[src/rtl/hzd_pkg.sv]
`timescale 1ns/1ps
package hzd_pkg;
  localparam int INSTR_W = 32;
  localparam int RADDR_W = 5;
  localparam int OP_W    = 6;
  localparam int OP_LSB  = INSTR_W - OP_W;
  localparam int RS_LSB  = OP_LSB - RADDR_W;
  localparam int RT_LSB  = RS_LSB - RADDR_W;
  localparam int RD_LSB  = RT_LSB - RADDR_W;

  typedef logic [RADDR_W-1:0] reg_idx_t;
  typedef logic [OP_W-1:0]    opc_t;

  localparam opc_t OPC_RR    = 6'h00;
  localparam opc_t OPC_JMP   = 6'h02;
  localparam opc_t OPC_BEQ   = 6'h04;
  localparam opc_t OPC_BNE   = 6'h05;
  localparam opc_t OPC_LOAD  = 6'h23;
  localparam opc_t OPC_STORE = 6'h2B;
  localparam opc_t OPC_IMM_LO = 6'h08;
  localparam opc_t OPC_IMM_HI = 6'h0F;

  typedef enum logic [1:0] {
    FWD_RF  = 2'b00,
    FWD_WB  = 2'b01,
    FWD_MEM = 2'b10
  } fwd_sel_e;

  typedef struct packed {
    reg_idx_t rs;
    reg_idx_t rt;
    reg_idx_t dst;
    logic     use_rs;
    logic     use_rt;
    logic     has_dst;
    logic     is_br;
    logic     br_on_ne;
    logic     is_jmp;
  } dec_info_t;

  function automatic logic is_imm_alu(input opc_t op);
    return (op >= OPC_IMM_LO) && (op <= OPC_IMM_HI);
  endfunction

  // a read of src collides with a pending write of dst
  function automatic logic raw_hit(input reg_idx_t src, input logic used,
                                   input reg_idx_t dst, input logic wr);
    return used && wr && (dst != '0) && (dst == src);
  endfunction

  function automatic fwd_sel_e pick_fwd(input reg_idx_t src,
                                        input reg_idx_t m_dst, input logic m_wr,
                                        input reg_idx_t w_dst, input logic w_wr);
    if (raw_hit(src, 1'b1, m_dst, m_wr)) return FWD_MEM;
    if (raw_hit(src, 1'b1, w_dst, w_wr)) return FWD_WB;
    return FWD_RF;
  endfunction
endpackage

[src/rtl/hzd_decode.sv]
`timescale 1ns/1ps
module hzd_decode
  import hzd_pkg::*;
(
  input  logic [INSTR_W-1:0] instr,
  output dec_info_t          info
);
  opc_t     op;
  reg_idx_t f_rd;
  logic     wr_fmt;
  reg_idx_t dst_fmt;

  assign op   = instr[OP_LSB +: OP_W];
  assign f_rd = instr[RD_LSB +: RADDR_W];

  always_comb begin
    info        = '0;
    info.rs     = instr[RS_LSB +: RADDR_W];
    info.rt     = instr[RT_LSB +: RADDR_W];
    wr_fmt      = 1'b0;
    dst_fmt     = '0;
    case (op)
      OPC_RR: begin
        info.use_rs = 1'b1;
        info.use_rt = 1'b1;
        wr_fmt      = 1'b1;
        dst_fmt     = f_rd;
      end
      OPC_LOAD: begin
        info.use_rs = 1'b1;
        wr_fmt      = 1'b1;
        dst_fmt     = info.rt;
      end
      OPC_STORE: begin
        info.use_rs = 1'b1;
        info.use_rt = 1'b1;
      end
      OPC_BEQ, OPC_BNE: begin
        info.use_rs   = 1'b1;
        info.use_rt   = 1'b1;
        info.is_br    = 1'b1;
        info.br_on_ne = (op == OPC_BNE);
      end
      OPC_JMP: info.is_jmp = 1'b1;
      default: begin
        if (is_imm_alu(op)) begin
          info.use_rs = 1'b1;
          wr_fmt      = 1'b1;
          dst_fmt     = info.rt;
        end
      end
    endcase
    info.has_dst = wr_fmt && (dst_fmt != '0);
    info.dst     = info.has_dst ? dst_fmt : '0;
  end
endmodule

[src/rtl/hzd_fwd_sel.sv]
`timescale 1ns/1ps
module hzd_fwd_sel
  import hzd_pkg::*;
(
  input  reg_idx_t src,
  input  reg_idx_t m_dst,
  input  logic     m_wr,
  input  reg_idx_t w_dst,
  input  logic     w_wr,
  output fwd_sel_e sel
);
  assign sel = pick_fwd(src, m_dst, m_wr, w_dst, w_wr);
endmodule

[src/rtl/hzd_stall_ctl.sv]
`timescale 1ns/1ps
module hzd_stall_ctl
  import hzd_pkg::*;
(
  input  dec_info_t info,
  input  logic      br_eq,
  input  reg_idx_t  idx_dst,
  input  logic      idx_wr,
  input  logic      idx_ld,
  input  reg_idx_t  exm_dst,
  input  logic      exm_wr,
  input  logic      exm_ld,
  output logic      lu_hit,
  output logic      br_hold,
  output logic [1:0] br_fwd,
  output logic      stall,
  output logic      flush
);
  logic [1:0] hit_ex, hit_mem_ld, hit_mem_alu;
  reg_idx_t   src   [2];
  logic       used  [2];
  logic       taken;

  assign src[0]  = info.rs;
  assign src[1]  = info.rt;
  assign used[0] = info.use_rs;
  assign used[1] = info.use_rt;

  for (genvar g = 0; g < 2; g++) begin : g_src
    assign hit_ex[g]      = raw_hit(src[g], used[g], idx_dst, idx_wr);
    assign hit_mem_ld[g]  = raw_hit(src[g], used[g], exm_dst, exm_wr & exm_ld);
    assign hit_mem_alu[g] = raw_hit(src[g], used[g], exm_dst, exm_wr & ~exm_ld);
    assign br_fwd[g]      = info.is_br & hit_mem_alu[g];
  end

  assign lu_hit  = idx_ld & (|hit_ex);
  assign br_hold = info.is_br & ((|hit_ex) | (|hit_mem_ld));
  assign stall   = lu_hit | br_hold;
  assign taken   = info.is_jmp | (info.is_br & (br_eq ^ info.br_on_ne));
  assign flush   = taken & ~stall;
endmodule

[src/rtl/hzd_unit.sv]
`timescale 1ns/1ps
module hzd_unit
  import hzd_pkg::*;
(
  input  logic [INSTR_W-1:0] instr_id,
  input  logic               br_eq_id,
  input  logic [RADDR_W-1:0] idx_rs,
  input  logic [RADDR_W-1:0] idx_rt,
  input  logic [RADDR_W-1:0] idx_dst,
  input  logic               idx_wr,
  input  logic               idx_ld,
  input  logic [RADDR_W-1:0] exm_dst,
  input  logic               exm_wr,
  input  logic               exm_ld,
  input  logic [RADDR_W-1:0] mwb_dst,
  input  logic               mwb_wr,
  output logic [1:0]         fwd_a,
  output logic [1:0]         fwd_b,
  output logic               brfwd_a,
  output logic               brfwd_b,
  output logic               stall,
  output logic               flush,
  output logic [RADDR_W-1:0] dec_dst,
  output logic               dec_wr
);
  localparam int N_OPND = 2;

  dec_info_t  info;
  reg_idx_t   ex_src [N_OPND];
  fwd_sel_e   ex_sel [N_OPND];
  logic       lu_hit;
  logic       br_hold;
  logic [1:0] br_fwd;

  hzd_decode u_dec (.instr(instr_id), .info(info));

  assign ex_src[0] = idx_rs;
  assign ex_src[1] = idx_rt;

  for (genvar g = 0; g < N_OPND; g++) begin : g_fwd
    hzd_fwd_sel u_sel (
      .src  (ex_src[g]),
      .m_dst(exm_dst),
      .m_wr (exm_wr),
      .w_dst(mwb_dst),
      .w_wr (mwb_wr),
      .sel  (ex_sel[g])
    );
  end

  hzd_stall_ctl u_hz (
    .info   (info),
    .br_eq  (br_eq_id),
    .idx_dst(idx_dst),
    .idx_wr (idx_wr),
    .idx_ld (idx_ld),
    .exm_dst(exm_dst),
    .exm_wr (exm_wr),
    .exm_ld (exm_ld),
    .lu_hit (lu_hit),
    .br_hold(br_hold),
    .br_fwd (br_fwd),
    .stall  (stall),
    .flush  (flush)
  );

  assign fwd_a   = ex_sel[0];
  assign fwd_b   = ex_sel[1];
  assign brfwd_a = br_fwd[0];
  assign brfwd_b = br_fwd[1];
  assign dec_dst = info.dst;
  assign dec_wr  = info.has_dst & ~stall;
endmodule

[config.mk]
export PLATFORM = sky130hd
export DESIGN_NAME = hzd_unit
export DESIGN_NICKNAME = d
export VERILOG_FILES = /design/src/rtl/hzd_pkg.sv /design/src/rtl/hzd_decode.sv /design/src/rtl/hzd_fwd_sel.sv /design/src/rtl/hzd_stall_ctl.sv /design/src/rtl/hzd_unit.sv
export SDC_FILE = /design/constraint.sdc
export NUM_CORES = 1
export LEC_CHECK = 0
export ABC_CLOCK_PERIOD_IN_PS = 1400
export BUFFER_PORTS_ARGS = -buffer_cell sky130_fd_sc_hd__buf_2
export CORE_MARGIN = 4
export CORE_UTILIZATION = 36
export DETAILED_ROUTE_END_ITERATION = 10
export GPL_ROUTABILITY_DRIVEN = 0
export PLACE_DENSITY = 0.78
export SKIP_LAST_GASP = 1
export SLEW_MARGIN = 20
export SYNTH_ARGS = -nofsm -noshare
export SYNTH_HDL_FRONTEND = slang
export SYNTH_SLANG_ARGS = --single-unit
[constraint.sdc]
create_clock -name vclk -period 1.4
set_input_delay 0.14 -clock vclk [all_inputs]
set_output_delay 0.14 -clock vclk [all_outputs]
set_load 0.005 [all_outputs]
==> results of run 1 <==
-- layer usage --
metal | part of all wire [%] | vias to the layer above | wire length, um
li1 | - | 609 | -
met2 | 57 | 50 | 2030
met5 | 0 | - | 0
met1 | 35 | 563 | 1250
met4 | 0.53 | 0 | 19
met3 | 7.9 | 3 | 284
-- power groups by stage --
stage	clock, mW	sequential (mW)	combinational [mW]
floorplan	0	0	0.170
global placement	0	0	0.379
detailed placement	0	0	0.398
CTS	0	0	0.451
global route	0	0	0.499
finish	0	0	0.463
-- layout make-up --
cell class                 count  area (um2)  share of cell area [%]
tap                           28        35.0                    2.01
inverter                       1        3.75                   0.216
timing repair buffer         109         733                    42.1
multi-input combinational    102         968                    55.6
-- cells by family after synthesis --
family          after synthesis  share of synthesized area [%]
buf+inv                       6                           4.12
xor+xnor                     41                           40.8
compound gates               20                           23.0
simple gates                 41                           32.1
-- synthesized netlist by cell type, drive strengths merged --
cell type / n
a211oi: 2
or3b: 1
o22ai: 1
nand2: 3
o21ai: 6
nand2b: 1
nor2: 4
clkbuf: 1
and2b: 1
xnor2: 6
or2: 1
xor2: 35
inv: 1
or3: 2
or4: 7
nor4: 8
nor3: 6
a2111oi: 3
nand3: 6
a22o: 5
buf: 4
a21oi: 3
nand3b: 1
-- how the worst max path moves through the flow --
| stage | from | to | depth (start not counted) |
|---|---|---|---|
| after detailed placement | instr_id[28] | stall | 7 |
| after global placement | instr_id[28] | stall | 7 |
| final | instr_id[31] | stall | 7 |
| after global routing | instr_id[31] | stall | 7 |
| after CTS | instr_id[31] | stall | 7 |
| after floorplan | exm_dst[4] | flush | 5 |
-- cell usage in the layout, fill, tap and decap left out, types with 4 or more instances in the layout --
cell     instances
nor3_1           4
xor2_1          34
nor4_4           4
nand3_1          4
or4_1            6
a22o_1           5
buf_6           10
buf_4           40
xnor2_1          6
buf_2           57
-- repair_timing --
action / 4_1_cts / 5_1_grt
pin swaps: 13 / 3
setup endpoints to repair: 14 / 14
resized for setup: 29 / 11
setup buffers: 3 / 2
-- through the flow --
| step | power (mW) | worst slack, ps | utilization [%] | area (um2) |
|---|---|---|---|---|
| finish | 0.463 | -300 | 76.5 | 1740 |
| global route | 0.499 | -372 | 76.5 | 1740 |
| CTS | 0.451 | -310 | 74.9 | 1700 |
| detailed placement | 0.398 | -418 | 66.8 | 1520 |
| global placement | 0.379 | -350 | 66.8 | 1520 |
| floorplan | 0.170 | -111 | - | 901 |
==> impl_metrics.py, run 1 <==
metrics = {
    "synth": {
        "synth_cell_types": 32,
        "yosys.area.top_type": "xor2_1",
        "synth_cells": 108,
        "syn-num-nets": 171,
        "synthTopCellsByArea": "xor2_1, a2111oi_4, xnor2_1",
        "synth_top_area_share_pct": 34.8,
        "yosysSeqAreaShare_pct": 0,
        "yosys_warnings": 0,
        "syn_area_um2": 881,
        "syn_area_per_cell_um2": 8.16,
    },
    "power_and_ir_drop": {
        "clock_power_share_pct": 0,
        "p_comb_share_pct": 100.0,
        "p_leak_nw": 0.803,
        "p_switching_mw": 0.221,
        "vdd_ir_drop_max_v": 0.000182,
        "p_int_mw": 0.242,
        "power_density_nw_per_um2": 266,
        "seqPwrFrac_pct": 0,
        "switching_share_pct": 47.7,
    },
    "cells_and_area": {
        "fin_nets": 277,
        "synthToLayoutAreaGrowth_pct": 97.6,
        "n_clock_buffer": 0,
        "seq_area_um2": 0,
        "final_cells": 240,
        "layout-drive-gt1-share_pct": 63.2,
        "nFillCells": 169,
        "design.seq.count": 0,
        "antenna_cells": 0,
    },
    "clock_tree": {
        "ctsHoldBuffers": 0,
    },
    "drt": {
        "num_vias": 1225,
        "routed_via_density": 5.10,
        "remaining_drc_errors": 0,
        "postRouteAntennaNets": 0,
        "drtIter0Drc": 20,
        "routed_wl_um": 3580,
        "dr.pass1.iters": 2,
        "wl_per_cell_um": 14.9,
    },
    "global_routing": {
        "grt_first_pass_wirelength_um": 5780,
        "grtUsageTotal_pct": 21.1,
        "use_met1_pct": 21.7,
        "grt_max_degree": 7,
        "grt_remaining_overflow": 0,
        "antenna_found_initial": 0,
        "busiest_layer": "met2",
        "met3_usage_pct": 3.17,
        "first_global_vias": 1324,
        "globalRouteMet2Util_pct": 44.8,
    },
    "worst_setup_path": {
        "cp-end-kind": "primary output",
        "cp.required_ps": 1260,
        "crit_buf_inv": 2,
        "slowest_stage": "a2111oi_4",
        "crit_path_max_fanout": 3,
        "crit_type": "input port to primary output",
        "crit_path_max_incr_delay_ps": 430,
        "worstPathCellList": "buf_6 > or3_4 > o22ai_4 > nand3_4 > a2111oi_4 > or2_1 > buf_2",
        "cp-start-kind": "input port",
        "cp_top_family": "simple AND/OR/NAND/NOR gates",
        "arrival_ps": 1560,
    },
    "floorplan": {
        "die_area_um2": 3300,
        "die_w_um": 57.5,
        "start_util_pct": 38.7,
        "rows": 17,
        "io_pins": 77,
        "fp.dieH_um": 57.5,
        "core_um2": 2280,
    },
    "min_path": {
        "hold_path.startpoint": "exm_ld",
        "min_to": "brfwd_b",
        "hold_depth": 3,
        "hold_path_class": "input port to primary output",
    },
    "sta": {
        "fmax_mhz": 588,
        "hold_viol_final": 0,
        "setup_violations": 14,
        "worst_slew_pin_slew_ps": 338,
        "timing.hold.ws_ps": 578,
        "drv_slew": 0,
        "rsz0062_at_grt": "true",
        "tns_ps": -2030,
        "setup_ws_ps": -300,
        "slew_headroom_pct": 77.5,
        "fin_crit_sh_pct": 121,
        "fin_crit_ps": 1700,
    },
    "placement": {
        "dp_hpwl_um": 2990,
        "place.port_buffers": 66,
        "dpl.cell_count": 237,
    },
    "run_status": {
        "outcome": "finished, violations left",
        "violations": "setup timing",
    },
    "job": {
        "drv_cap": 0,
    },
}
No activity file was read; power rests on OpenSTA's default activity.
==> run 2, diff against run 1 <==
--- a/config.mk
+++ b/config.mk
@@ -11,7 +11,7 @@
 export CORE_UTILIZATION = 36
 export DETAILED_ROUTE_END_ITERATION = 10
 export GPL_ROUTABILITY_DRIVEN = 0
-export PLACE_DENSITY = 0.78
+export PLACE_DENSITY_LB_ADDON = 0.08
 export SKIP_LAST_GASP = 1
 export SLEW_MARGIN = 20
 export SYNTH_ARGS = -nofsm -noshare
==> run 2 against run 1 <==
The flow still finishes with violations (setup timing); total power increased by 0.75%; sequential share of layout area unchanged; first-iteration DRC count decreased by 5.0%; worst setup slack got worse by 17 ps; global-route usage decreased by 1.0 points; combinational power increased by 0.9%; design area decreased by 0.14%; final cell count increased by 1.7%; critical path type unchanged; non-clock buffer count increased by 4; largest power group unchanged; utilization decreased by 0.11 points; clock-buffer cell count unchanged.
==> impl_metrics.py, run 2 (synthesis gave the netlist of run 1 again) <==
metrics = {
    "drt": {
        "dr.pass1.iters": 4,
        "routed_via_density": 5.07,
        "remaining_drc_errors": 0,
        "postRouteAntennaNets": 0,
        "wl_per_cell_um": 14.0,
        "drtIter0Drc": 19,
        "routed_wl_um": 3420,
        "num_vias": 1236,
    },
    "sta": {
        "timing.hold.ws_ps": 558,
        "worst_slew_pin_slew_ps": 313,
        "slew_headroom_pct": 79.0,
        "fin_crit_ps": 1720,
        "tns_ps": -2470,
        "rsz0062_at_grt": "true",
        "drv_slew": 0,
        "hold_viol_final": 0,
        "setup_violations": 14,
        "fin_crit_sh_pct": 123,
        "fmax_mhz": 582,
        "setup_ws_ps": -317,
    },
    "floorplan": {
        "rows": 17,
        "start_util_pct": 38.7,
        "fp.dieH_um": 57.5,
        "die_w_um": 57.5,
        "core_um2": 2280,
        "io_pins": 77,
        "die_area_um2": 3300,
    },
    "cells_and_area": {
        "final_common_cell": "buf_2",
        "antenna_cells": 0,
        "nFillCells": 176,
        "design_area_um2": 1740,
        "design.seq.count": 0,
        "n_clock_buffer": 0,
        "fin_nets": 281,
        "synthToLayoutAreaGrowth_pct": 97.3,
        "layout-drive-gt1-share_pct": 63.9,
        "seq_area_um2": 0,
        "layout_common_cells": "buf_2, buf_4, xor2_1",
        "final_cells": 244,
    },
    "worst_setup_path": {
        "cp.required_ps": 1260,
        "cp-start-kind": "input port",
        "arrival_ps": 1580,
        "cp-end-kind": "primary output",
        "crit_path_max_fanout": 3,
        "crit_type": "input port to primary output",
    },
    "global_routing": {
        "grtUsageTotal_pct": 20.1,
        "grt_max_degree": 6,
        "grt_first_pass_wirelength_um": 5530,
        "first_global_vias": 1286,
        "grt_remaining_overflow": 0,
        "antenna_found_initial": 0,
    },
    "power_and_ir_drop": {
        "seqPwrFrac_pct": 0,
        "p_int_mw": 0.251,
        "switching_share_pct": 46.2,
        "p_comb_share_pct": 100.0,
        "vdd_ir_drop_max_v": 0.000190,
        "p_leak_nw": 0.815,
        "p_switching_mw": 0.216,
        "clock_power_share_pct": 0,
        "power_density_nw_per_um2": 268,
    },
    "run_status": {
        "violations": "setup timing",
        "outcome": "finished, violations left",
    },
    "placement": {
        "dpl.cell_count": 236,
        "place.port_buffers": 66,
        "dpl_cell_area_um2": 1510,
        "dp_hpwl_um": 2890,
    },
    "clock_tree": {
        "ctsHoldBuffers": 0,
    },
    "job": {
        "drv_cap": 0,
    },
    "min_path": {
        "hold_path_class": "input port to primary output",
    },
}
run 2: cell types whose count changed in the layout (fill, tap and decap cells not counted), sizes merged:
| cell | change |
|---|---|
| buf | +4 |
run 2: worst max-delay path, cell delays in order:
cell and delay (ps):
buf_2 120, or4_1 530, o21ai_2 150, a211oi_1 70, buf_4 150, nor4_1 260, buf_2 160
run 2: through the flow:
stage               utilization (%)  setup slack, ps  power (mW)
global placement               66.5             -357       0.384
finish                         76.4             -317       0.467
floorplan                         -             -111       0.170
global route                   76.4             -393       0.505
CTS                            72.2             -326       0.439
detailed placement             66.5             -398       0.398
run 2: final cells by class:
cell class / instances / area (um2) / share of cell area (%)
multi-input combinational: 102 / 942 / 54.2
timing repair buffer: 113 / 757 / 43.6
tap: 28 / 35.0 / 2.02
inverter: 1 / 3.75 / 0.216
run 2: routing by layer:
layer / vias to the layer above / global-route usage (%) / routed length, um
met5: - / 0 / 0
met4: 0 / 2.65 / 46
met3: 6 / 1.36 / 226
met2: 53 / 37.9 / 1700
met1: 560 / 25.1 / 1450
li1: 617 / - / -
run 2: worst paths after layout:
path        from       to  slack (ps)  depth (start not counted)
max   idx_dst[1]    flush        -320                          7
min       exm_ld  brfwd_b         560                          3
run 2: repair_timing:
item,in CTS,in global routing
pin swaps,8,5
hold endpoints to repair,0,0
resized for setup,26,13
endpoints found under the setup margin,14,14
buffers inserted,4,6
cloned,0,0
run 2: power by group through the flow:
| stage | combinational, mW | sequential [mW] | clock [mW] |
|---|---|---|---|
| final | 0.467 | 0 | 0 |
| after global routing | 0.505 | 0 | 0 |
| after CTS | 0.439 | 0 | 0 |
| after detailed placement | 0.398 | 0 | 0 |
| after global placement | 0.384 | 0 | 0 |
| after floorplan | 0.170 | 0 | 0 |
